==> src/rtl/dtt_pkg.sv <==
package dtt_pkg;
  localparam int unsigned NUM_TMR   = 2;
  localparam int unsigned TMR_STEP  = 16;   // byte stride between timer blocks
  localparam int unsigned OFS_RLD   = 0;
  localparam int unsigned OFS_CNT   = 4;
  localparam int unsigned OFS_CTL   = 8;
  localparam int unsigned ADR_MASK  = 'h48;
  localparam int unsigned ADR_ACK   = 'h4C;
  localparam int unsigned ADR_RAW   = 'h50;
  localparam int unsigned ADR_MSKD  = 'h54;

  typedef enum logic [1:0] {
    OP_LOAD = 2'd0,
    OP_HOLD = 2'd1,
    OP_RUN  = 2'd2,
    OP_RSVD = 2'd3
  } tmr_op_e;
endpackage

==> src/rtl/dtt_prescaler.sv <==
module dtt_prescaler #(
  parameter int unsigned PERIOD = 2
) (
  input  logic clk,
  input  logic rst_n,
  output logic tick
);
  localparam int unsigned PW = (PERIOD > 1) ? $clog2(PERIOD) : 1;
  localparam logic [PW-1:0] LAST = PW'(PERIOD - 1);

  logic [PW-1:0] cnt_q, cnt_d;

  always_comb begin
    cnt_d = (cnt_q == LAST) ? '0 : cnt_q + PW'(1);
  end

  always_ff @(posedge clk or negedge rst_n) begin
    if (!rst_n) cnt_q <= '0;
    else        cnt_q <= cnt_d;
  end

  assign tick = (cnt_q == LAST);
endmodule

==> src/rtl/dtt_chan.sv <==
module dtt_chan
  import dtt_pkg::*;
#(
  parameter int unsigned CNT_W = 32
) (
  input  logic             clk,
  input  logic             rst_n,
  input  logic             reload_we,
  input  logic             ctrl_we,
  input  logic [CNT_W-1:0] reload_wd,
  input  logic [4:0]       ctrl_wd,
  input  logic [3:0]       tick_bus,
  output logic [CNT_W-1:0] count,
  output logic             expire,
  output logic             running
);
  logic [CNT_W-1:0] reload_q, reload_d;
  logic [CNT_W-1:0] count_q, count_d;
  tmr_op_e          op_q, op_d;
  logic [2:0]       sel_q, sel_d;
  logic             tick_sel, step;

  assign tick_sel = sel_q[2] & tick_bus[sel_q[1:0]];
  assign running  = (op_q == OP_RUN) && sel_q[2];
  assign step     = running && tick_sel;
  assign expire   = step && (count_q == '0);

  always_comb begin
    reload_d = reload_we ? reload_wd : reload_q;
    op_d     = ctrl_we ? tmr_op_e'(ctrl_wd[1:0]) : op_q;
    sel_d    = ctrl_we ? ctrl_wd[4:2] : sel_q;
    count_d  = count_q;
    if (ctrl_we && (tmr_op_e'(ctrl_wd[1:0]) == OP_LOAD)) begin
      count_d = reload_q;
    end else if (step) begin
      count_d = (count_q == '0) ? reload_q : count_q - CNT_W'(1);
    end
  end

  always_ff @(posedge clk or negedge rst_n) begin
    if (!rst_n) begin
      reload_q <= '0;
      count_q  <= '0;
      op_q     <= OP_LOAD;
      sel_q    <= '0;
    end else begin
      reload_q <= reload_d;
      count_q  <= count_d;
      op_q     <= op_d;
      sel_q    <= sel_d;
    end
  end

  assign count = count_q;
endmodule

==> src/rtl/dtt_status.sv <==
module dtt_status #(
  parameter int unsigned NT = 2
) (
  input  logic          clk,
  input  logic          rst_n,
  input  logic [NT-1:0] expire,
  input  logic          mask_we,
  input  logic          ack_we,
  input  logic [NT-1:0] wd,
  output logic [NT-1:0] raw,
  output logic [NT-1:0] mask,
  output logic          irq
);
  logic [NT-1:0] raw_q, raw_d, mask_q, mask_d, clr;

  always_comb begin
    clr    = ack_we ? wd : '0;
    raw_d  = (raw_q & ~clr) | expire;   // a new event beats a clear
    mask_d = mask_we ? wd : mask_q;
  end

  always_ff @(posedge clk or negedge rst_n) begin
    if (!rst_n) begin
      raw_q  <= '0;
      mask_q <= '0;
    end else begin
      raw_q  <= raw_d;
      mask_q <= mask_d;
    end
  end

  assign raw  = raw_q;
  assign mask = mask_q;
  assign irq  = |(raw_q & mask_q);
endmodule

==> src/rtl/dual_tick_timer.sv <==
module dual_tick_timer
  import dtt_pkg::*;
#(
  parameter int unsigned ADDR_W = 8,
  parameter int unsigned CNT_W  = 32,
  parameter int unsigned DIV4   = 2,
  parameter int unsigned DIV5   = 4,
  parameter int unsigned DIV6   = 8,
  parameter int unsigned DIV7   = 16
) (
  input  logic              clk,
  input  logic              rst_n,
  input  logic              bus_sel,
  input  logic              bus_we,
  input  logic [ADDR_W-1:0] bus_addr,
  input  logic [31:0]       bus_wdata,
  output logic [31:0]       bus_rdata,
  output logic              irq
);
  localparam int unsigned NT = NUM_TMR;

  logic rst_s1_q, rst_sync_n;
  always_ff @(posedge clk or negedge rst_n) begin
    if (!rst_n) begin
      rst_s1_q   <= 1'b0;
      rst_sync_n <= 1'b0;
    end else begin
      rst_s1_q   <= 1'b1;
      rst_sync_n <= rst_s1_q;
    end
  end

  logic word_ok, wr_ok, rd_ok;
  assign word_ok = bus_sel && (bus_addr[1:0] == 2'b00);
  assign wr_ok   = word_ok && bus_we;
  assign rd_ok   = word_ok && !bus_we;

  logic [3:0] tick_bus;
  for (genvar p = 0; p < 4; p++) begin : g_presc
    localparam int unsigned PER = (p == 0) ? DIV4 : (p == 1) ? DIV5 :
                                  (p == 2) ? DIV6 : DIV7;
    dtt_prescaler #(.PERIOD(PER)) i_presc (
      .clk   (clk),
      .rst_n (rst_sync_n),
      .tick  (tick_bus[p])
    );
  end

  logic [NT-1:0][CNT_W-1:0] t_count;
  logic [NT-1:0]            t_expire, t_running, reload_we, ctrl_we;

  for (genvar g = 0; g < NT; g++) begin : g_tmr
    localparam logic [ADDR_W-1:0] A_RLD = ADDR_W'(g * TMR_STEP + OFS_RLD);
    localparam logic [ADDR_W-1:0] A_CTL = ADDR_W'(g * TMR_STEP + OFS_CTL);
    assign reload_we[g] = wr_ok && (bus_addr == A_RLD);
    assign ctrl_we[g]   = wr_ok && (bus_addr == A_CTL);
    dtt_chan #(.CNT_W(CNT_W)) i_chan (
      .clk       (clk),
      .rst_n     (rst_sync_n),
      .reload_we (reload_we[g]),
      .ctrl_we   (ctrl_we[g]),
      .reload_wd (bus_wdata[CNT_W-1:0]),
      .ctrl_wd   (bus_wdata[4:0]),
      .tick_bus  (tick_bus),
      .count     (t_count[g]),
      .expire    (t_expire[g]),
      .running   (t_running[g])
    );
  end

  logic          mask_we, ack_we;
  logic [NT-1:0] raw_q, mask_q;
  assign mask_we = wr_ok && (bus_addr == ADDR_W'(ADR_MASK));
  assign ack_we  = wr_ok && (bus_addr == ADDR_W'(ADR_ACK));

  dtt_status #(.NT(NT)) i_status (
    .clk     (clk),
    .rst_n   (rst_sync_n),
    .expire  (t_expire),
    .mask_we (mask_we),
    .ack_we  (ack_we),
    .wd      (bus_wdata[NT-1:0]),
    .raw     (raw_q),
    .mask    (mask_q),
    .irq     (irq)
  );

  always_comb begin
    bus_rdata = '0;
    if (rd_ok) begin
      for (int k = 0; k < NT; k++) begin
        if (bus_addr == ADDR_W'(k * TMR_STEP + OFS_CNT)) bus_rdata = 32'(t_count[k]);
      end
      if (bus_addr == ADDR_W'(ADR_MASK)) bus_rdata = 32'(mask_q);
      if (bus_addr == ADDR_W'(ADR_RAW))  bus_rdata = 32'(raw_q);
      if (bus_addr == ADDR_W'(ADR_MSKD)) bus_rdata = 32'(raw_q & mask_q);
    end
  end
endmodule

==> config.mk <==
export PLATFORM = sky130hd
export DESIGN_NAME = dual_tick_timer
export DESIGN_NICKNAME = d
export VERILOG_FILES = /design/src/rtl/dtt_pkg.sv /design/src/rtl/dtt_prescaler.sv /design/src/rtl/dtt_chan.sv /design/src/rtl/dtt_status.sv /design/src/rtl/dual_tick_timer.sv
export SDC_FILE = /design/constraint.sdc
export NUM_CORES = 1
export LEC_CHECK = 0
export BUFFER_PORTS_ARGS = -buffer_cell sky130_fd_sc_hd__buf_4
export CAP_MARGIN = 20
export CORE_MARGIN = 2
export CORE_UTILIZATION = 60
export CTS_BUF_LIST = sky130_fd_sc_hd__clkbuf_8 sky130_fd_sc_hd__clkbuf_16
export DETAILED_ROUTE_END_ITERATION = 8
export PLACE_DENSITY = 0.8
export SLEW_MARGIN = 5
export SYNTH_ARGS = -nofsm -noshare
export SYNTH_HDL_FRONTEND = slang
export SYNTH_SLANG_ARGS = --single-unit
==> constraint.sdc <==
create_clock -name clk -period 13.4 [get_ports clk]
set_input_delay 0.67 -clock clk [delete_from_list [all_inputs] [get_ports clk]]
set_output_delay 0.67 -clock clk [all_outputs]
set_load 0.02 [all_outputs]
---- After elaboration in Yosys (flattened, before gate mapping) ----
Index checks and enable logic that the tools add are counted.
word-level totals
  register bits ........................... 154
  bits in latches ......................... 0
  RAM bits ................................ 0
  bits in read-only memories .............. 0
  output and inout port bits .............. 33
  memories kept ........................... 0
operators by class
  add/subtract/negate cells ............... 6
  $mul .................................... 0
  div/mod/pow operators ................... 0
  $lt $le $gt $ge ......................... 2
  eq/ne operators ......................... 14
  shift-type cells ........................ 0
  mux-type cells .......................... 21
  bitwise logic cells ..................... 7
  reductions and logical operators ........ 26
operator list
  operator               number
  $mux 32                12
  $logic_not 32->1       2
  $sub 32x1->32 const B  2
  $eq 8x7->1 const B     4
  $eq 8x5->1 const B     3
  $logic_and 1x1->1      17
  $eq 8x3->1 const B     1
  $eq 8x4->1 const B     1
  $logic_not 8->1        1
  $and 2x2->2            3
  $eq 2x2->1 const B     3
  $lt 2x3->1 const B     2
  $add 4x1->4 const B    1
  $bmux 1 s2             2
  $eq 4x4->1 const B     1
  $logic_not 2->1        2
  $mux 2                 2
  $mux 4                 1
  $reduce_bool 2->1      2
  $add 3x1->3 const B    1
  $eq 3x3->1 const B     1
  $mux 1                 3
  $mux 3                 1
  $add 2x1->2 const B    1
  6 further kinds        7

---- Depth between registers and ports, before layout ----
Gate-level depths: netlist (run 1).
  depth in word-level cells ............... 8
  mapped depth ............................ 10

---- Modules after synthesis ----
A second synthesis (run 1) with hierarchy kept.
second synthesis, totals
  cells, all modules ...................... 873
  area, all modules ....................... 8590.7 sq um
by module, submodules not included
  module                              instances  cells each  area an instance (sq um)  seq. area each (sq um)
  dtt_chan (g_tmr[0].i_chan)          1          364         3707.3                    1726.7
  dtt_chan (g_tmr[1].i_chan)          1          354         3606.0                    1726.7
  dual_tick_timer                     1          119         748.2                     50.0
  dtt_prescaler (g_presc[3].i_presc)  1          13          168.9                     100.1
  dtt_status                          1          11          161.4                     100.1
  dtt_prescaler (g_presc[2].i_presc)  1          6           103.8                     75.1
  dtt_prescaler (g_presc[1].i_presc)  1          4           66.3                      50.0
  dtt_prescaler (g_presc[0].i_presc)  1          2           28.8                      25.0

---- Least setup slack after synthesis (run 1) ----
OpenSTA, ideal clock, no wires.
  path kind ............................... input-to-output
  from .................................... input bus_addr[1]
  to ...................................... output bus_rdata[10]
  arrival ................................. 2.286 ns
  data required time ...................... 12.730 ns
  path slack .............................. 10.444 ns
  stages on the path ...................... 4
  path buffers ............................ 1
  cell sequence ........................... or4b_2 -> or3_1 -> clkbuf_1 -> nor2_1
on the way
  word-level cells in the longest chain between the ends .. 7
  elaborated cells between the ends (all ways) .. 14
  classes of those cells .................. eq/ne: 5; mux: 6; reduce/logical: 3
ends and longest elaborated chain
  item                  RTL line               RTL
  from (decl)           dual_tick_timer.sv:15  input logic [ADDR_W-1:0] bus_addr,
  $eq 8x3->1            dual_tick_timer.sv:92  if (bus_addr == ADDR_W'(k * TMR_STEP + OFS_CNT)) bus_rdata = 32'(t_count[k]);
  $mux 32 (2 in a row)  dual_tick_timer.sv:92
  $mux 32               dual_tick_timer.sv:94  if (bus_addr == ADDR_W'(ADR_MASK)) bus_rdata = 32'(mask_q);
  $mux 32               dual_tick_timer.sv:95  if (bus_addr == ADDR_W'(ADR_RAW)) bus_rdata = 32'(raw_q);
  $mux 32               dual_tick_timer.sv:96  if (bus_addr == ADDR_W'(ADR_MSKD)) bus_rdata = 32'(raw_q & mask_q);
  $mux 32 (*)           dual_tick_timer.sv:90  if (rd_ok) begin
  to (decl)             dual_tick_timer.sv:17  output logic [31:0] bus_rdata,
Mark *: on every way between the ends. The rest lies on a longest branch, timed or not.

---- Worst setup path in the final report (run 1) ----
  from .................................... input bus_addr[5]
  to ...................................... output bus_rdata[11]
on the way
  word-level cells in the longest chain between the ends .. 7
  elaborated cells between the ends (all ways) .. 11
  classes of those cells .................. eq/ne: 5; mux: 6
ends and longest elaborated chain
  item                  RTL line
  $eq 8x3->1            dual_tick_timer.sv:92
  $mux 32 (2 in a row)  dual_tick_timer.sv:92
  $mux 32               dual_tick_timer.sv:94
  $mux 32               dual_tick_timer.sv:95
  $mux 32 (*)           dual_tick_timer.sv:96
  $mux 32 (*)           dual_tick_timer.sv:90
Marks and branches as above.

==> summary.txt, run 1 <==
Floorplan
  – Rows: 43
  – Die span in x: 123 um
  – Die area: 15100 um2
  – # IOs: 77
  – Core area: 13800 um2
  – Initial Util: 61.2%
  – Height of the chip: 123 um

Timing
  – Fin Setup TNS: 0 ns
  – Fin crit share: 27.5%
  – Slew Viols, Final: 0
  – Setup Skew: 0.00828 ns
  – Worst rel slew slack: 34.8%
  – Tmin final: 3.69 ns
  – Final Worst Setup Slack: 9.71 ns
  – RSZ-0062 raised after global routing: false
  – Final setup vio count: 0
  – Worst-Margin Slew: 0.979 ns
  – Hold Vio Cnt, Final: 0
  – Fmax: 0.271 GHz

CTS
  – Max clock buf depth: 2
  – Clock insertion delay at the later pin of the skew report: 0.43 ns
  – Clock sinks: 154
  – Root Driver: clkbuf_16
  – TritonCTS Buffers: 17
  – Worst-path clk slew: 0.06 ns
  – CTS tree: built
  – Htree depth: 4
  – Post-CTS sizing: 0

Hold path
  – Worst min path class: flip-flop to asynchronous set/reset pin

Cells and area
  – Ratio of cells with drive above 1 in the final layout: 23.7%
  – Synth-to-Final Area Change: 15.2%
  – # diodes: 0
  – Commonest non-fill, non-tap cell in the layout: dfrtp_1
  – Commonest non-fill, non-tap cells in the layout: dfrtp_1, nor2_1, buf_4
  – Nets: 977

Placed design
  – RePlAce Congestion: 0.977
  – Hpwl dp: 18100 um
  – DP Worst Slack: 9.71 ns
  – Port Buffers: 76

Yosys
  – Mapped Area: 8460 um2
  – Ys flop type: dfrtp_1
  – Synth unique cells: 73
  – Syn_nets: 922
  – Mapped Cells: 870
  – Post-synth EDFFs: 0
  – FF+latch count, synth: 154
  – Synth async-reset ratio: 100%
  – Syn. warnings: 0
  – Mapped Avg Cell Area: 9.72 um2
  – Register area share after synthesis: 45.6%

Pwr
  – Leakage: 4.48 nW
  – Cell Pwr Density: 102 nW/um2
  – Worst vdd ir: 0.0000946 V

Route
  – Via/cell ratio: 6.88
  – 1st-iter DRT viols: 1120
  – Total routed wirelength: 25300 um
  – Drt pass-1 iters: 8
  – # DRC: 0
  – Via count: 7697
  – Wire per inst: 22.6 um
  – Post-route antenna net violation count: 0

Worst setup path
  – CP Capture Type: output port
  – CP required: 12.73 ns
  – Arr. time, crit path: 3.02 ns
  – Cells on worst reg2reg path: 7
  – Startpoint Class: input port
  – Crit path largest cell delay: 0.85 ns
  – Worst path cell trace: buf_4 -> nor2_1 -> and4b_1 -> nor4b_1 -> or3_1 -> nor2_1 -> buf_4
  – Critical path fanouts, max: 30
  – Critical Path Slowest Stage Cell: or3_1
  – Critical path class: input port to output port

GRT
  – Total grt overflow: 0
  – Pin count of the biggest net entering global routing: 62
  – Grt met1 use: 50.4%
  – Met2 Track Usage GR: 52.0%
  – Met3 usage: 7.95%
  – First-pass GRT wire length: 39900 um
  – Grt peak-use layer: met2
  – Initial antenna violation count: 0
  – Global Route Usage Sum: 35.2%
  – Number of global-route vias before repair: 7101

Run
  – Max cap viols: 0

Run status
  – Outcome: finished clean
[through the flow]
step	instance area, um2	utilization, %	instances	power (mW)	hold slack (ns)
after global placement	9110	65.9	1082	0.518	0.340
after floorplan	8460	-	870	0.498	0.331
final	9740	70.4	1118	0.991	0.327
after global routing	9740	70.4	1118	1.02	0.369
after detailed placement	9110	65.9	1082	0.519	0.341
after CTS	9700	70.1	1114	0.992	0.000881
[critical path, delay by kind of cell]
family,cells,cell delay (ns)
buffers and inverters,2,0.34
AND/OR/NAND/NOR,5,1.98
[kinds of logic after synthesis]
kind of cell               Yosys count  synth area share [%]
adders and majority gates            8                  1.18
and+or+nand+nor                    344                  21.4
muxes                               88                  11.5
AOI/OAI and AO/OA                  205                  16.8
other                                1                0.0443
xor gates and xnor gates             1                 0.104
buffers and inverters               69                  3.36
DFF                                154                  45.6
[power by group]
group	switching, mW	internal, mW
registers	0.00672	0.469
clock network	0.200	0.280
logic	0.0205	0.0150
total	0.227	0.764
[area by class of cell]
type | count | area, um2
Multi-Input combinational cell | 647 | 4330
Tap cell | 180 | 225
Clock inverter | 14 | 150
Sequential cell | 154 | 3860
Inverter | 17 | 63.8
Timing Repair Buffer | 88 | 674
Clock buffer | 18 | 439
Fill cell | 1032 | 4090
[registers in the layout (all words and copies together) (netlist names)]
name and flops:
g_presc.i_presc.cnt_q 9, g_presc.i_presc.tick 1, g_tmr.i_chan.count 64, g_tmr.i_chan.op_q 4
g_tmr.i_chan.reload_q 64, g_tmr.i_chan.sel_q 6, i_status.mask 2, i_status.raw 2
rst_s1_q 1, rst_sync_n 1
[path summary, 6_finish.rpt]
path / startpoint / endpoint / slack, ns
setup / recovery: bus_addr[5] / bus_rdata[11] / 9.71
min in group clk: rst_s1_q / rst_sync_n / 0.35
setup reg to reg: g_presc[1].i_presc.cnt_q[0] / g_tmr[1].i_chan.count[11] / 10.18
hold / removal: rst_sync_n / g_presc[3].i_presc.cnt_q[3] / 0.33
hold reg to reg: rst_sync_n / g_presc[3].i_presc.cnt_q[3] / 0.33
max in group asynchronous: rst_sync_n / g_tmr[1].i_chan.reload_q[10] / 11.29
[metal layers]
metal | up-vias | share of wire (%)
met2 | 465 | 46
met5 | - | 0
met4 | 0 | 3.2
met1 | 3762 | 40
li1 | 3401 | -
met3 | 69 | 11
[what timing repair did]
action	CTS	global route
setup buffers	0	0
hold endpoints to repair	0	2
hold buffers	0	1
[cells in the mapped netlist, drive strengths merged, types with 7 or more instances]
library cell | number | area share, %
a211o | 9 | 0.93
a211oi | 8 | 0.71
nand2b | 7 | 0.52
ha | 8 | 1.2
nor2 | 94 | 4.2
mux2i | 12 | 1.4
o21ai | 43 | 2.6
or3 | 15 | 1.3
nand3 | 38 | 2.2
clkbuf | 40 | 1.8
dfrtp | 154 | 46
a21oi | 40 | 2.4
o211ai | 11 | 0.98
nor3 | 33 | 2.1
nor4 | 24 | 2.1
mux2 | 76 | 10
and3 | 8 | 0.59
a22oi | 37 | 3.3
nand2 | 60 | 2.7
nand4 | 21 | 1.6
inv | 17 | 0.75
and2 | 8 | 0.59
buf | 12 | 0.83
or4 | 12 | 1.1
Power figures use the tool's default switching activity.
==> inputs of run 2 (changes only) <==
--- a/config.mk
+++ b/config.mk
@@ -5,13 +5,14 @@
 export SDC_FILE = /design/constraint.sdc
 export NUM_CORES = 1
 export LEC_CHECK = 0
+export ABC_AREA = 1
 export BUFFER_PORTS_ARGS = -buffer_cell sky130_fd_sc_hd__buf_4
 export CAP_MARGIN = 20
 export CORE_MARGIN = 2
-export CORE_UTILIZATION = 60
+export CORE_UTILIZATION = 55
 export CTS_BUF_LIST = sky130_fd_sc_hd__clkbuf_8 sky130_fd_sc_hd__clkbuf_16
 export DETAILED_ROUTE_END_ITERATION = 8
-export PLACE_DENSITY = 0.8
+export PLACE_DENSITY = 0.77
 export SLEW_MARGIN = 5
 export SYNTH_ARGS = -nofsm -noshare
 export SYNTH_HDL_FRONTEND = slang
==> constraint.sdc (replaced) <==
create_clock -name clk -period 3 [get_ports clk]
set_input_delay 0.15 -clock clk [delete_from_list [all_inputs] [get_ports clk]]
set_output_delay 0.15 -clock clk [all_outputs]
set_load 0.02 [all_outputs]
==> summary.txt, run 2 <==
Run status
  – Outcome: finished clean

Worst setup path
  – Crit path largest cell delay: 0.54 ns (-0.31 ns)
  – CP Capture Type: output port
  – Startpoint Class: input port
  – Worst path bufs/invs: 4 (+2)
  – RR Endpoint: g_tmr[0].i_chan.count[3]
  – Worst R2R Setup Slack: 0.78 ns (-9.40 ns)
  – Reg-to-reg critical path startpoint: g_presc[2].i_presc.cnt_q[0]
  – Crit path from: bus_addr[7]
  – Critical Path Slowest Stage Cell: inv_1
  – Worst path top cell family by delay: buffers and inverters
  – Critical path fanouts, max: 15 (-50%)
  – Cells on worst reg2reg path: 10 (+3)
  – CP required: 2.85 ns (-9.88 ns)
  – Arr. time, crit path: 2.09 ns (-0.93 ns)
  – Critical path class: input port to output port
  – Worst path cell trace: buf_4 -> nor2_1 -> nand3_1 -> inv_2 -> nand2_1 -> inv_1 -> nand2_1 -> nand3_1 -> o21ai_1 -> a21oi_1 -> buf_4

GRT
  – Total grt overflow: 0 (unchanged)
  – Pin count of the biggest net entering global routing: 153 (+150%)
  – First-pass GRT wire length: 45600 um (+14%)
  – Global Route Usage Sum: 32.4% (-2.8 points)
  – Number of global-route vias before repair: 8656 (+22%)
  – Initial antenna violation count: 0 (unchanged)

Cells and area
  – Synth-to-Final Area Change: 15.9%
  – Commonest non-fill, non-tap cell in the layout: nand2_1
  – Nets: 1543 (+58%)
  – Commonest non-fill, non-tap cells in the layout: nand2_1, inv_1, dfrtp_1
  – Cell area after layout: 11000 um2 (+13%)
  – # diodes: 0 (unchanged)
  – Ratio of cells with drive above 1 in the final layout: 11.1% (-13 points)

Run
  – Max cap viols: 0 (unchanged)

Yosys
  – Synth unique cells: 39 (-47%)
  – Count leader, synth: nand2_1
  – Mapped Avg Cell Area: 6.76 um2 (-30%)
  – Synth top cells by count: nand2_1, inv_1, dfrtp_1
  – Synth async-reset ratio: 100% (unchanged)
  – Mapped Cells: 1406 (+62%)
  – Mapped Area: 9500 um2 (+12%)
  – Post-synth EDFFs: 0 (unchanged)
  – Ys flop type: dfrtp_1
  – Syn_nets: 1458 (+58%)
  – Largest cells by area after synthesis: dfrtp_1, nand2_1, inv_1
  – Yosys top cell area share: 40.6% (-5.0 points)
  – Yosys top cell by area: dfrtp_1
  – FF+latch count, synth: 154 (unchanged)
  – Syn. warnings: 0 (unchanged)
  – Register area share after synthesis: 40.6% (-5.0 points)

Timing
  – Hold Vio Cnt, Final: 0 (unchanged)
  – RSZ-0062 raised after global routing: false
  – Worst rel slew slack: 42.7% (+8.0 points)
  – Fmax: 0.446 GHz
  – Fin crit share: 74.7%
  – Final setup vio count: 0 (unchanged)
  – Worst-Margin Slew: 0.858 ns (-0.120 ns)
  – Fin Setup TNS: 0 ns (unchanged)
  – Slew Viols, Final: 0 (unchanged)
  – Tmin final: 2.24 ns
  – Setup Skew: 0.0125 ns (+0.00422 ns)

CTS
  – CTS tree: built
  – Max clock buf depth: 2 (unchanged)
  – Post-CTS setup buffers: 0 (unchanged)
  – Root Driver: clkbuf_16
  – TritonCTS Buffers: 17 (unchanged)
  – Worst-path clk slew: 0.07 ns (about the same)
  – Htree depth: 4 (unchanged)
  – Post-CTS sizing: 0 (unchanged)
  – Clock insertion delay at the later pin of the skew report: 0.43 ns (about the same)
  – Clock sinks: 154 (unchanged)

Floorplan
  – Height of the chip: 135 um (+10%)
  – Core area: 17100 um2 (+24%)
  – # IOs: 77 (unchanged)
  – Die span in x: 135 um (+10%)
  – Rows: 48 (+12%)
  – Initial Util: 55.5% (-5.7 points)
  – Die area: 18300 um2 (+22%)

Pwr
  – Leakage: 5.13 nW (+14%)
  – Cell Pwr Density: 405 nW/um2 (+300%)
  – Worst vdd ir: 0.000415 V (+340%)

Route
  – Drt pass-1 iters: 5 (-3)
  – Via/cell ratio: 5.50 (-20%)
  – Via count: 9517 (+24%)
  – # DRC: 0 (unchanged)
  – Post-route antenna net violation count: 0 (unchanged)
  – Wire per inst: 16.7 um (-26%)
  – Total routed wirelength: 28900 um (+14%)
  – 1st-iter DRT viols: 1095 (-2.2%)

Placed design
  – RePlAce Congestion: 0.952 (-2.6%)
  – Hpwl dp: 21100 um (+16%)
  – Placed Area: 10200 um2 (+12%)
  – Port Buffers: 76 (unchanged)

Hold path
  – Hold worst-path end: g_tmr[0].i_chan.reload_q[9]
  – Hold path depth: 3
  – Hold path start: bus_wdata[9]
  – Worst min path class: input port to flip-flop
==> run 2: cell type report <==
type / count / area [um2]
tap: 225 / 282
clock inverter: 15 / 179
fill: 1571 / 6110
timing repair buffer: 107 / 866
clock buffer: 17 / 425
sequential: 154 / 3860
inverter: 210 / 790
multi-input combinational: 1001 / 4610
==> run 2: repair_timing <==
action / CTS / global route
hold endpoints to repair: 32 / 0
hold buffers: 20 / 0
setup endpoints to repair: 0 / 0
==> run 2: worst min-delay path: stages <==
cell and delay (ns):
buf_4 0.08, inv_1 0.06, o21ai_1 0.12
==> run 2: cell families after synthesis <==
kind of cell	count (synthesis)	share of synthesized area (%)
xor+xnor	15	1.38
simple gates	789	35.5
compound gates	188	10.6
buf+inv	251	10.9
fa+ha+maj	8	1.05
flops	154	40.6
other cells	1	0.0395
==> run 2: where the power goes <==
part | leakage, nW | switching, mW | total, mW | internal, mW
combinational | 3.03 | 0.111 | 0.186 | 0.0753
sequential | 1.81 | 0.0139 | 2.10 | 2.09
clock | 0.285 | 1.05 | 2.17 | 1.12
==> run 2: metal layers <==
metal	vias to the layer above	wire, um	track usage [%]
li1	4578	-	-
met1	4465	13300	48.2
met2	439	12900	48.5
met4	0	431	7.70
met5	-	0	0
met3	35	2270	6.92
==> run 2: stage by stage <==
step | hold slack (ns) | setup WS, ns | cells | power [mW] | util (%)
floorplan | -0.146 | 0.448 | 1406 | 2.22 | -
global placement | -0.0667 | 0.806 | 1677 | 2.31 | 59.6
detailed placement | -0.0668 | 0.802 | 1677 | 2.31 | 59.6
CTS | 0.00733 | 0.791 | 1729 | 4.48 | 64.3
global route | 0.0163 | 0.628 | 1729 | 4.59 | 64.3
finish | 0.0157 | 0.760 | 1729 | 4.46 | 64.3
==> run 2: worst max path at each step <==
stage / end / slack (ns) / cells past startpoint
floorplan: g_presc[0].i_presc.tick / 0.45 / 0
global placement: bus_rdata[0] / 0.81 / 11
detailed placement: bus_rdata[0] / 0.80 / 11
CTS: bus_rdata[0] / 0.79 / 11
global route: bus_rdata[0] / 0.63 / 11
finish: bus_rdata[0] / 0.76 / 11
